## src/rtl/i2c_arec_pkg.sv

```systemverilog
package i2c_arec_pkg;
  typedef enum logic [2:0] {
    ST_IDLE,
    ST_FIRST,
    ST_SECOND,
    ST_ADDRESSED,
    ST_IGNORE
  } arec_state_e;
endpackage

```

## src/rtl/i2c_arec_cmp.sv

```systemverilog
module i2c_arec_cmp #(
  parameter int ADDR_W = 10,
  parameter int BYTE_W = 8
) (
  input  logic [BYTE_W-1:0] byte_i,
  input  logic [ADDR_W-1:0] own_addr_i,
  input  logic              gc_en_i,
  output logic              gc_hit_o,
  output logic              sbyte_o,
  output logic              hit7_o,
  output logic              hi10_o,
  output logic              lo10_o
);
  localparam int SEV_W = BYTE_W - 1;
  localparam int HI_W  = ADDR_W - BYTE_W;
  localparam int PFX_W = SEV_W - HI_W;
  localparam logic [PFX_W-1:0] PFX = {{(PFX_W-1){1'b1}}, 1'b0};

  logic rsvd_zero;

  assign rsvd_zero = (byte_i[BYTE_W-1:1] == '0);
  assign gc_hit_o  = gc_en_i && rsvd_zero && !byte_i[0];
  assign sbyte_o   = gc_en_i && rsvd_zero && byte_i[0];
  assign hit7_o    = (byte_i[BYTE_W-1:1] == own_addr_i[SEV_W-1:0]);
  // header: prefix, then high address bits, then direction bit
  assign hi10_o    = (byte_i[BYTE_W-1:BYTE_W-PFX_W] == PFX) &&
                     (byte_i[HI_W:1] == own_addr_i[ADDR_W-1:BYTE_W]);
  assign lo10_o    = (byte_i == own_addr_i[BYTE_W-1:0]);
endmodule

```

## src/rtl/i2c_arec_fsm.sv

```systemverilog
module i2c_arec_fsm
  import i2c_arec_pkg::*;
(
  input  logic clk_i,
  input  logic rst_ni,
  input  logic enable_i,
  input  logic ten_bit_i,
  input  logic start_i,
  input  logic stop_i,
  input  logic byte_valid_i,
  input  logic dir_bit_i,
  input  logic gc_hit_i,
  input  logic sbyte_i,
  input  logic hit7_i,
  input  logic hi10_i,
  input  logic lo10_i,
  output logic match_o,
  output logic gc_o,
  output logic dir_o,
  output logic ack_valid_o,
  output logic ack_o
);
  arec_state_e state_q, state_d;
  logic match_q, match_d, gc_q, gc_d, dir_q, dir_d;
  logic hist_q, hist_d, ackv_q, ackv_d, ack_q, ack_d;

  always_comb begin
    state_d = state_q;
    match_d = match_q;
    gc_d    = gc_q;
    dir_d   = dir_q;
    hist_d  = hist_q;
    ackv_d  = 1'b0;
    ack_d   = 1'b0;
    if (!enable_i) begin
      state_d = ST_IDLE;
      match_d = 1'b0;
      gc_d    = 1'b0;
      dir_d   = 1'b0;
      hist_d  = 1'b0;
    end else if (stop_i) begin
      state_d = ST_IDLE;
      match_d = 1'b0;
      gc_d    = 1'b0;
      hist_d  = 1'b0;
    end else if (start_i) begin
      state_d = ST_FIRST;
      match_d = 1'b0;
      gc_d    = 1'b0;
    end else if (byte_valid_i) begin
      unique case (state_q)
        ST_FIRST: begin
          ackv_d  = 1'b1;
          dir_d   = dir_bit_i;
          hist_d  = 1'b0;
          state_d = ST_IGNORE;
          if (gc_hit_i) begin
            gc_d = 1'b1; match_d = 1'b1; ack_d = 1'b1; state_d = ST_ADDRESSED;
          end else if (sbyte_i) begin
            gc_d = 1'b1;
          end else if (!ten_bit_i && hit7_i) begin
            match_d = 1'b1; ack_d = 1'b1; state_d = ST_ADDRESSED;
          end else if (ten_bit_i && hi10_i && !dir_bit_i) begin
            ack_d = 1'b1; state_d = ST_SECOND;
          end else if (ten_bit_i && hi10_i && hist_q) begin
            // read resume keeps the history for further restarts
            hist_d = 1'b1; match_d = 1'b1; ack_d = 1'b1; state_d = ST_ADDRESSED;
          end
        end
        ST_SECOND: begin
          ackv_d  = 1'b1;
          state_d = ST_IGNORE;
          if (lo10_i) begin
            match_d = 1'b1; ack_d = 1'b1; hist_d = 1'b1; state_d = ST_ADDRESSED;
          end
        end
        default: ;
      endcase
    end
  end

  always_ff @(posedge clk_i or negedge rst_ni) begin
    if (!rst_ni) begin
      state_q <= ST_IDLE;
      match_q <= 1'b0;
      gc_q    <= 1'b0;
      dir_q   <= 1'b0;
      hist_q  <= 1'b0;
      ackv_q  <= 1'b0;
      ack_q   <= 1'b0;
    end else begin
      state_q <= state_d;
      match_q <= match_d;
      gc_q    <= gc_d;
      dir_q   <= dir_d;
      hist_q  <= hist_d;
      ackv_q  <= ackv_d;
      ack_q   <= ack_d;
    end
  end

  assign match_o     = match_q;
  assign gc_o        = gc_q;
  assign dir_o       = dir_q;
  assign ack_valid_o = ackv_q;
  assign ack_o       = ack_q;

  assert_disabled_clear_R1: assert property (@(posedge clk_i) disable iff (!rst_ni)
    !enable_i |=> (!dir_o && !match_o && !gc_o && !ack_valid_o));
  assert_match_acked_R2: assert property (@(posedge clk_i) disable iff (!rst_ni)
    $rose(match_o) |-> (ack_valid_o && ack_o));
  assert_ten_two_bytes_R7: assert property (@(posedge clk_i) disable iff (!rst_ni)
    ($rose(match_o) && $past(ten_bit_i) && !gc_o) |->
      ($past(state_q) == ST_SECOND || $past(hist_q)));
  assert_nak_no_match_R10: assert property (@(posedge clk_i) disable iff (!rst_ni)
    (ack_valid_o && !ack_o) |-> !match_o);
  assert_stop_clear_R11: assert property (@(posedge clk_i) disable iff (!rst_ni)
    stop_i |=> (!match_o && !gc_o));
  assert_ack_qual_R12: assert property (@(posedge clk_i) disable iff (!rst_ni)
    ack_o |-> ack_valid_o);
  assert_ackv_cause_R12: assert property (@(posedge clk_i) disable iff (!rst_ni)
    ack_valid_o |-> $past(byte_valid_i));
endmodule

```

## src/rtl/i2c_addr_recog.sv

```systemverilog
module i2c_addr_recog #(
  parameter int ADDR_W = 10,
  parameter int BYTE_W = 8
) (
  input  logic              clk_i,
  input  logic              rst_ni,
  input  logic              enable_i,
  input  logic              ten_bit_i,
  input  logic              gc_en_i,
  input  logic [ADDR_W-1:0] own_addr_i,
  input  logic              start_i,
  input  logic              stop_i,
  input  logic              byte_valid_i,
  input  logic [BYTE_W-1:0] byte_i,
  output logic              match_o,
  output logic              gc_o,
  output logic              dir_o,
  output logic              ack_valid_o,
  output logic              ack_o
);
  logic gc_hit, sbyte, hit7, hi10, lo10;

  i2c_arec_cmp #(.ADDR_W(ADDR_W), .BYTE_W(BYTE_W)) u_cmp (
    .byte_i     (byte_i),
    .own_addr_i (own_addr_i),
    .gc_en_i    (gc_en_i),
    .gc_hit_o   (gc_hit),
    .sbyte_o    (sbyte),
    .hit7_o     (hit7),
    .hi10_o     (hi10),
    .lo10_o     (lo10)
  );

  i2c_arec_fsm u_fsm (
    .clk_i        (clk_i),
    .rst_ni       (rst_ni),
    .enable_i     (enable_i),
    .ten_bit_i    (ten_bit_i),
    .start_i      (start_i),
    .stop_i       (stop_i),
    .byte_valid_i (byte_valid_i),
    .dir_bit_i    (byte_i[0]),
    .gc_hit_i     (gc_hit),
    .sbyte_i      (sbyte),
    .hit7_i       (hit7),
    .hi10_i       (hi10),
    .lo10_i       (lo10),
    .match_o      (match_o),
    .gc_o         (gc_o),
    .dir_o        (dir_o),
    .ack_valid_o  (ack_valid_o),
    .ack_o        (ack_o)
  );

  assert_gc_needs_enable_R6: assert property (@(posedge clk_i) disable iff (!rst_ni)
    $rose(gc_o) |-> $past(gc_en_i));
  assert_sbyte_no_match_R5: assert property (@(posedge clk_i) disable iff (!rst_ni)
    (gc_o && dir_o) |-> !match_o);
endmodule

```

## config.mk

```make
export PLATFORM = sky130hd
export DESIGN_NAME = i2c_addr_recog
export DESIGN_NICKNAME = d
export VERILOG_FILES = /design/src/rtl/i2c_arec_pkg.sv /design/src/rtl/i2c_arec_cmp.sv /design/src/rtl/i2c_arec_fsm.sv /design/src/rtl/i2c_addr_recog.sv
export SDC_FILE = /design/constraint.sdc
export NUM_CORES = 1
export LEC_CHECK = 0
export ABC_AREA = 1
export BUFFER_PORTS_ARGS = -buffer_cell sky130_fd_sc_hd__buf_4
export CAP_MARGIN = 5
export CORE_AREA = 2 2 48 50
export DETAILED_ROUTE_END_ITERATION = 8
export DIE_AREA = 0 0 50 52
export GPL_TIMING_DRIVEN = 0
export HOLD_SLACK_MARGIN = 0.03
export PLACE_DENSITY = 0.72
export SLEW_MARGIN = 20
export SYNTH_ARGS = -nofsm -noshare
export SYNTH_HDL_FRONTEND = slang
export SYNTH_SLANG_ARGS = --single-unit
```

## constraint.sdc

```tcl
create_clock -name clk_i -period 1.5 [get_ports clk_i]
set_input_delay 0.075 -clock clk_i [delete_from_list [all_inputs] [get_ports clk_i]]
set_output_delay 0.075 -clock clk_i [all_outputs]
set_load 0.1 [all_outputs]
```

# After elaboration in Yosys (flattened, before gate mapping)

Cells that the tools add are included.

Register bits: 9
ROM bits: 0
RAM bits: 0
Memories: 0
Output and inout port bits: 5
Word-level logic and storage cells: 105
Bits in latches: 0

Shifts and indexed selects: 0
Multiplexer cells: 59
Reductions and logical operators: 17
Equal/unequal tests: 22
Div/mod/pow operators: 0
Order comparisons: 0
Add/subtract/negate cells: 0
Bitwise logic cells: 0
Multiply operators: 0

Operator list:

| cell                                                                     | number |
|---|---|
| 1-bit two-way mux                                                        | 45 |
| 3-bit two-way mux                                                        | 10 |
| 4-bit by 1-bit inequality test with 1-bit output (second input constant) | 3 |
| 5-bit by 1-bit inequality test with 1-bit output (second input constant) | 2 |
| 8-bit == test                                                            | 1 |
| 1-bit logical AND                                                        | 8 |
| 4-bit AND reduction                                                      | 2 |
| 7-bit == test                                                            | 1 |
| 7-bit zero test                                                          | 1 |
| 7-bit by 5-bit inequality test with 1-bit output (second input constant) | 1 |
| 7-bit by 6-bit inequality test with 1-bit output (second input constant) | 1 |
| 6-bit inequality test (second input constant)                            | 1 |
| 1-bit case mux with 2 select lines                                       | 3 |
| 3-bit case mux with 2 select lines                                       | 1 |
| 6-bit AND reduction                                                      | 1 |
| 5-bit == test (second input constant)                                    | 1 |
| 5-bit inequality test (second input constant)                            | 1 |
| 2-bit by 1-bit inequality test with 1-bit output (second input constant) | 2 |
| 2-bit inequality test (second input constant)                            | 2 |
| 4-bit inequality test (second input constant)                            | 1 |
| 3-bit by 1-bit == test with 1-bit output (second input constant)         | 1 |
| 3-bit by 2-bit == test with 1-bit output (second input constant)         | 1 |
| 3-bit by 1-bit inequality test with 1-bit output (second input constant) | 1 |
| 3-bit by 2-bit inequality test with 1-bit output (second input constant) | 1 |
| 5 further kinds                                                          | 6 |

# Longest topological paths before layout

Depth after elaboration: 14
Mapped depth: 12
Depth with buffers taken out: 12

# Modules after synthesis

A second synthesis with hierarchy kept.

Cell total of the unflattened synthesis: 165
Area total of the unflattened synthesis: 902.1 um2

Modules (own cells, without submodules):

| module       | area each (um2) | times used | cells each |
|---|---|---|---|
| i2c_arec_fsm | 565.5           | 1          | 83 |
| i2c_arec_cmp | 336.6           | 1          | 82 |

# Least setup slack after synthesis

Ideal clock, no wire load.

Path kind: register to register
Start: reg, netlist name u_fsm.dir_o
End: reg u_fsm.dir_q (netlist: u_fsm.dir_o)
Data arrival time: 1.217 ns
Setup time: 0.078 ns
Buffers on the path: 0
Clock period less this slack: 1.295 ns
Cell stages (with the launch flop): 3
Data required time: 1.422 ns
Setup slack: 0.205 ns
Cells stage by stage: dfrtp_1 -> o21ai_0 -> a21oi_1

RTL lines:

| element                | RTL line           | RTL |
|---|---|---|
| end signal: assignment | i2c_arec_fsm.sv:95 | `dir_q <= dir_d;` |
| end: declaration       | i2c_arec_fsm.sv:24 | `logic match_q, match_d, gc_q, gc_d, dir_q, dir_d;` |

# Final worst setup path

Start: reg u_fsm.state_q[0]
End: reg u_fsm.match_q (netlist: u_fsm.match_o)

Cells in the longest elaborated chain, start to end: 6
Elaborated cells on any way between the ends: 13
Those cells by class: eq/ne (7); mux (5); reduce/logical (1)

RTL lines:

| element                                                                                                     | RTL line           | RTL |
|---|---|---|
| start: declaration                                                                                          | i2c_arec_fsm.sv:23 | `arec_state_e state_q, state_d;` |
| start signal: assignment                                                                                    | i2c_arec_fsm.sv:92 | `state_q <= state_d;` |
| 3-bit by 2-bit == test with 1-bit output / 3-bit by 1-bit == test with 1-bit output (equally long branches) | i2c_arec_fsm.sv:51 | `unique case (state_q)` |
| 1-bit case mux with 2 select lines                                                                          | i2c_arec_fsm.sv:51 |  |
| 1-bit two-way mux                                                                                           | i2c_arec_fsm.sv:50 | `end else if (byte_valid_i) begin` |
| 1-bit two-way mux                                                                                           | i2c_arec_fsm.sv:46 | `end else if (start_i) begin` |
| 1-bit two-way mux                                                                                           | i2c_arec_fsm.sv:41 | `end else if (stop_i) begin` |
| 1-bit two-way mux                                                                                           | i2c_arec_fsm.sv:35 | `if (!enable_i) begin` |
| end signal: assignment                                                                                      | i2c_arec_fsm.sv:93 | `match_q <= match_d;` |
| end: declaration                                                                                            | i2c_arec_fsm.sv:24 |  |

Several ways; a longest one is shown, not always the timed one. The select of a mux whose other input is x is not followed.
A chain may end at the register's enable or synchronous reset.

==> run summary <==
Status = completed
Synth area leader = sky130_fd_sc_hd__dfrtp_1
XOR/XNOR share of the synthesized area = 0.0403
Port bufs = 30
Grt total ovfl = 0
Syn Std Cell Area = 868 µm²
Peak supply drop = 0.432 mV
Clk_skew = 0.00205 ns
TritonCTS clock tree = done
Largest net degree at the start of global routing = 10
Net count reported at finish = 210
Signed area change from the synthesized netlist to the final layout = 34.2%
Inserted Diodes = 0
Hold-critical path endpoint = u_fsm.dir_o$_DFFE_PN0P_
Largest driver fanout on the critical path = 5
Fraction of synthesized cell area taken by the top area cell type = 0.259
Most used flip-flop cell after synthesis = sky130_fd_sc_hd__dfrtp_1
Root buffer cell = sky130_fd_sc_hd__clkbuf_4
Number of violations of the max-capacitance limit = 0
Die Span Y = 52 µm
Share of synthesized flip-flops with an asynchronous set or reset = 1.00
Remaining antenna violation count = 0
Compound-gate portion of the synthesized area = 0.0764
GRT Resource Usage Total = 0.187
Post-Synthesis Mean Instance Area = 5.87 µm²
Standard-cell row count = 17
Final setup violation count = 0
Final design utilization = 0.553
Final Hold Fails = 0
Crit path launch type = register
Reg-to-reg critical path startpoint = u_fsm.state_q[0]$_DFFE_PN0P_
Register-to-Register Setup Slack = 0.15 ns
Final RePlAce weighted congestion = 0.903
Post-CTS clock slew at the launch and capture registers of the worst setup and hold paths = 0.06 ns
Unrepaired setup endpoints after global routing = false
Starting utilization of the core area = 0.412
Die area = 2600 µm²
Die X-Extent = 50 µm
Number of flops mapped to enable cells by yosys = 0
Number of buffers created by CTS = 3
Cells after synthesis = 148
Simple-gate share of the synthesized area = 0.494
Critical R2R Capture = u_fsm.match_o$_DFFE_PN0P_
H-tree levels = 1
Distinct cells, synth = 19
Syn. warnings = 0
Post-DR wirelength/cell = 10.5 µm
Number of inserted filler cells in the final layout = 226
HPWL after detailed placement = 1860 µm
I/O pins = 31
Cell with the most instances after synthesis = sky130_fd_sc_hd__nand2_1
Logic depth of the worst register-to-register path = 8
Cells resized by post-CTS repair = 0
CORE AREA = 2110 µm²
Arrival time at the worst endpoint = 1.51 ns
Global-route wire length before repair = 3690 µm
Portion of the clock cycle consumed by the worst path in the final layout = 0.898
Worst hold path class = in2reg
Register bit total from synthesis = 9
Relative max-transition margin = 0.755
Post-Synth Adder-Cell Area = 0
Number of clock sinks = 9
Number of optimization iterations in the first detailed-route pass = 4
Number of pins exceeding their max-slew limit in the final report = 0
Clock latency on the worst-skew pair = 0.27 ns
Required time at the endpoint of the critical path = 1.66 ns
DR iter-0 viols = 20
Via-to-Cell Ratio = 4.72
Post-Synthesis Net Count = 174
Worst setup path class = reg2reg
Bufs on Longest Clock Path = 2
Post-route DRC violation count = 0
Cell types with the highest counts after synthesis = sky130_fd_sc_hd__nand2_1, sky130_fd_sc_hd__inv_1, sky130_fd_sc_hd__nand3_1
Fraction of final layout cells with drive strength greater than 1 = 0.279
Via count of the first global-routing pass = 949
Main combinational cell family by area after synthesis = simple AND/OR/NAND/NOR gates
Highest attainable clock frequency = 743 MHz
Area of the multi-input gates = 531 µm²
Sequential fraction of the synthesis area = 0.259
PD cells = 551 nW/µm²
Total Routed Length = 2210 µm
Initial antenna violation count = 0
Minimum clock period = 1.35 ns
Total negative slack for setup checks = 0 ns
Actual transition at the worst max-transition pin = 0.368 ns
Register area = 225 µm²
Top cells by area, synth = sky130_fd_sc_hd__dfrtp_1, sky130_fd_sc_hd__nand2_1, sky130_fd_sc_hd__inv_1
Endpoint type of the worst setup path = register
DR vias = 995
Startpoint of the worst hold path = enable_i
Multiplexer share of the synthesized area = 0
Static leakage = 0.665 nW
Depth of the worst hold-timing path = 3
## critical path: stages, from the launching register on
cell	delay (ns)
sky130_fd_sc_hd__dfrtp_1	0.37
sky130_fd_sc_hd__inv_1	0.08
sky130_fd_sc_hd__nor2_1	0.04
sky130_fd_sc_hd__nand2_1	0.09
sky130_fd_sc_hd__nand2_1	0.08
sky130_fd_sc_hd__a21oi_1	0.32
sky130_fd_sc_hd__a21oi_1	0.10
sky130_fd_sc_hd__nand2_1	0.10
sky130_fd_sc_hd__a21oi_2	0.05
## what timing repair did
action | in CTS | in global routing
endpoints found under the setup margin | 0 | 0
endpoints found under the hold margin | 9 | 0
setup buffers | 0 | 0
hold buffers | 1 | 0
## final cells by class
| class | count | area share |
|---|---|---|
| Clock buffer | 4 | 0.0226 |
| Tap cell | 28 | 0.0301 |
| Inverter | 30 | 0.0967 |
| Timing Repair Buffer | 31 | 0.202 |
| Sequential cell | 9 | 0.193 |
| Multi-Input combinational cell | 109 | 0.455 |
## routing by layer
layer | global-route usage | share of wire
met5 | 0 | 0
met4 | 0.116 | 0.028
met3 | 0.0230 | 0.039
met2 | 0.344 | 0.48
met1 | 0.201 | 0.45
## worst max-delay path by stage
stage / from / end / slack [ns] / depth (start not counted)
after detailed placement: u_fsm.state_q[0]$_DFFE_PN0P_ / u_fsm.match_o$_DFFE_PN0P_ / 0.15 / 8
after global routing: u_fsm.state_q[0]$_DFFE_PN0P_ / u_fsm.match_o$_DFFE_PN0P_ / 0.09 / 8
after floorplan: u_fsm.dir_o$_DFFE_PN0P_ / u_fsm.dir_o$_DFFE_PN0P_ / 0.21 / 2
after global placement: u_fsm.state_q[0]$_DFFE_PN0P_ / u_fsm.match_o$_DFFE_PN0P_ / 0.17 / 8
after CTS: u_fsm.state_q[0]$_DFFE_PN0P_ / u_fsm.match_o$_DFFE_PN0P_ / 0.15 / 8
final: u_fsm.state_q[0]$_DFFE_PN0P_ / u_fsm.match_o$_DFFE_PN0P_ / 0.15 / 8
## report_power, final
group | internal, W | total [W] | switching, W
clock network | 0.000103 | 0.000192 | 0.0000895
logic | 0.0000865 | 0.000202 | 0.000115
registers | 0.000246 | 0.000248 | 0.00000167
total | 0.000435 | 0.000642 | 0.000207
## kinds of logic (layout without fill, tap and decap cells)
kind of cell / Yosys count / count (layout)
XOR/XNOR: 4 / 4
buffers and inverters: 30 / 65
AND/OR/NAND/NOR: 93 / 93
AO/OA/AOI/OAI: 12 / 12
flip-flops: 9 / 9
## per-stage QoR
step | hold slack, ns | power, W | area, µm² | setup WS, ns | instances
detailed placement | -0.0945 | 0.000452 | 1130 | 0.150 | 206
global placement | -0.0948 | 0.000448 | 1130 | 0.169 | 206
finish | 0.0706 | 0.000642 | 1160 | 0.154 | 211
floorplan | -0.221 | 0.000358 | 868 | 0.205 | 148
global route | 0.0749 | 0.000682 | 1160 | 0.0858 | 211
CTS | 0.0656 | 0.000650 | 1160 | 0.146 | 211
## cells in the final DEF (no fill, tap or decap), types with 4 or more instances in the layout
cell type                 netlist  layout
sky130_fd_sc_hd__dfrtp_1        9       9
sky130_fd_sc_hd__a21oi_1        8       8
sky130_fd_sc_hd__buf_4          0      30
sky130_fd_sc_hd__nor2_2         5       5
sky130_fd_sc_hd__nand2_1       54      54
sky130_fd_sc_hd__xnor2_1        4       4
sky130_fd_sc_hd__inv_2          6       6
sky130_fd_sc_hd__nand4_1        8       8
sky130_fd_sc_hd__nor2_1         7       7
sky130_fd_sc_hd__nand3_1       12      12
sky130_fd_sc_hd__inv_1         23      23
## state kept, by name, indices dropped and copies added (netlist names)
register,cells
u_fsm.state_q,3
u_fsm.match_o,1
u_fsm.dir_o,1
u_fsm.ack_o,1
u_fsm.ack_valid_o,1
u_fsm.hist_q,1
u_fsm.gc_o,1
No activity file was read; power rests on OpenSTA's default activity.
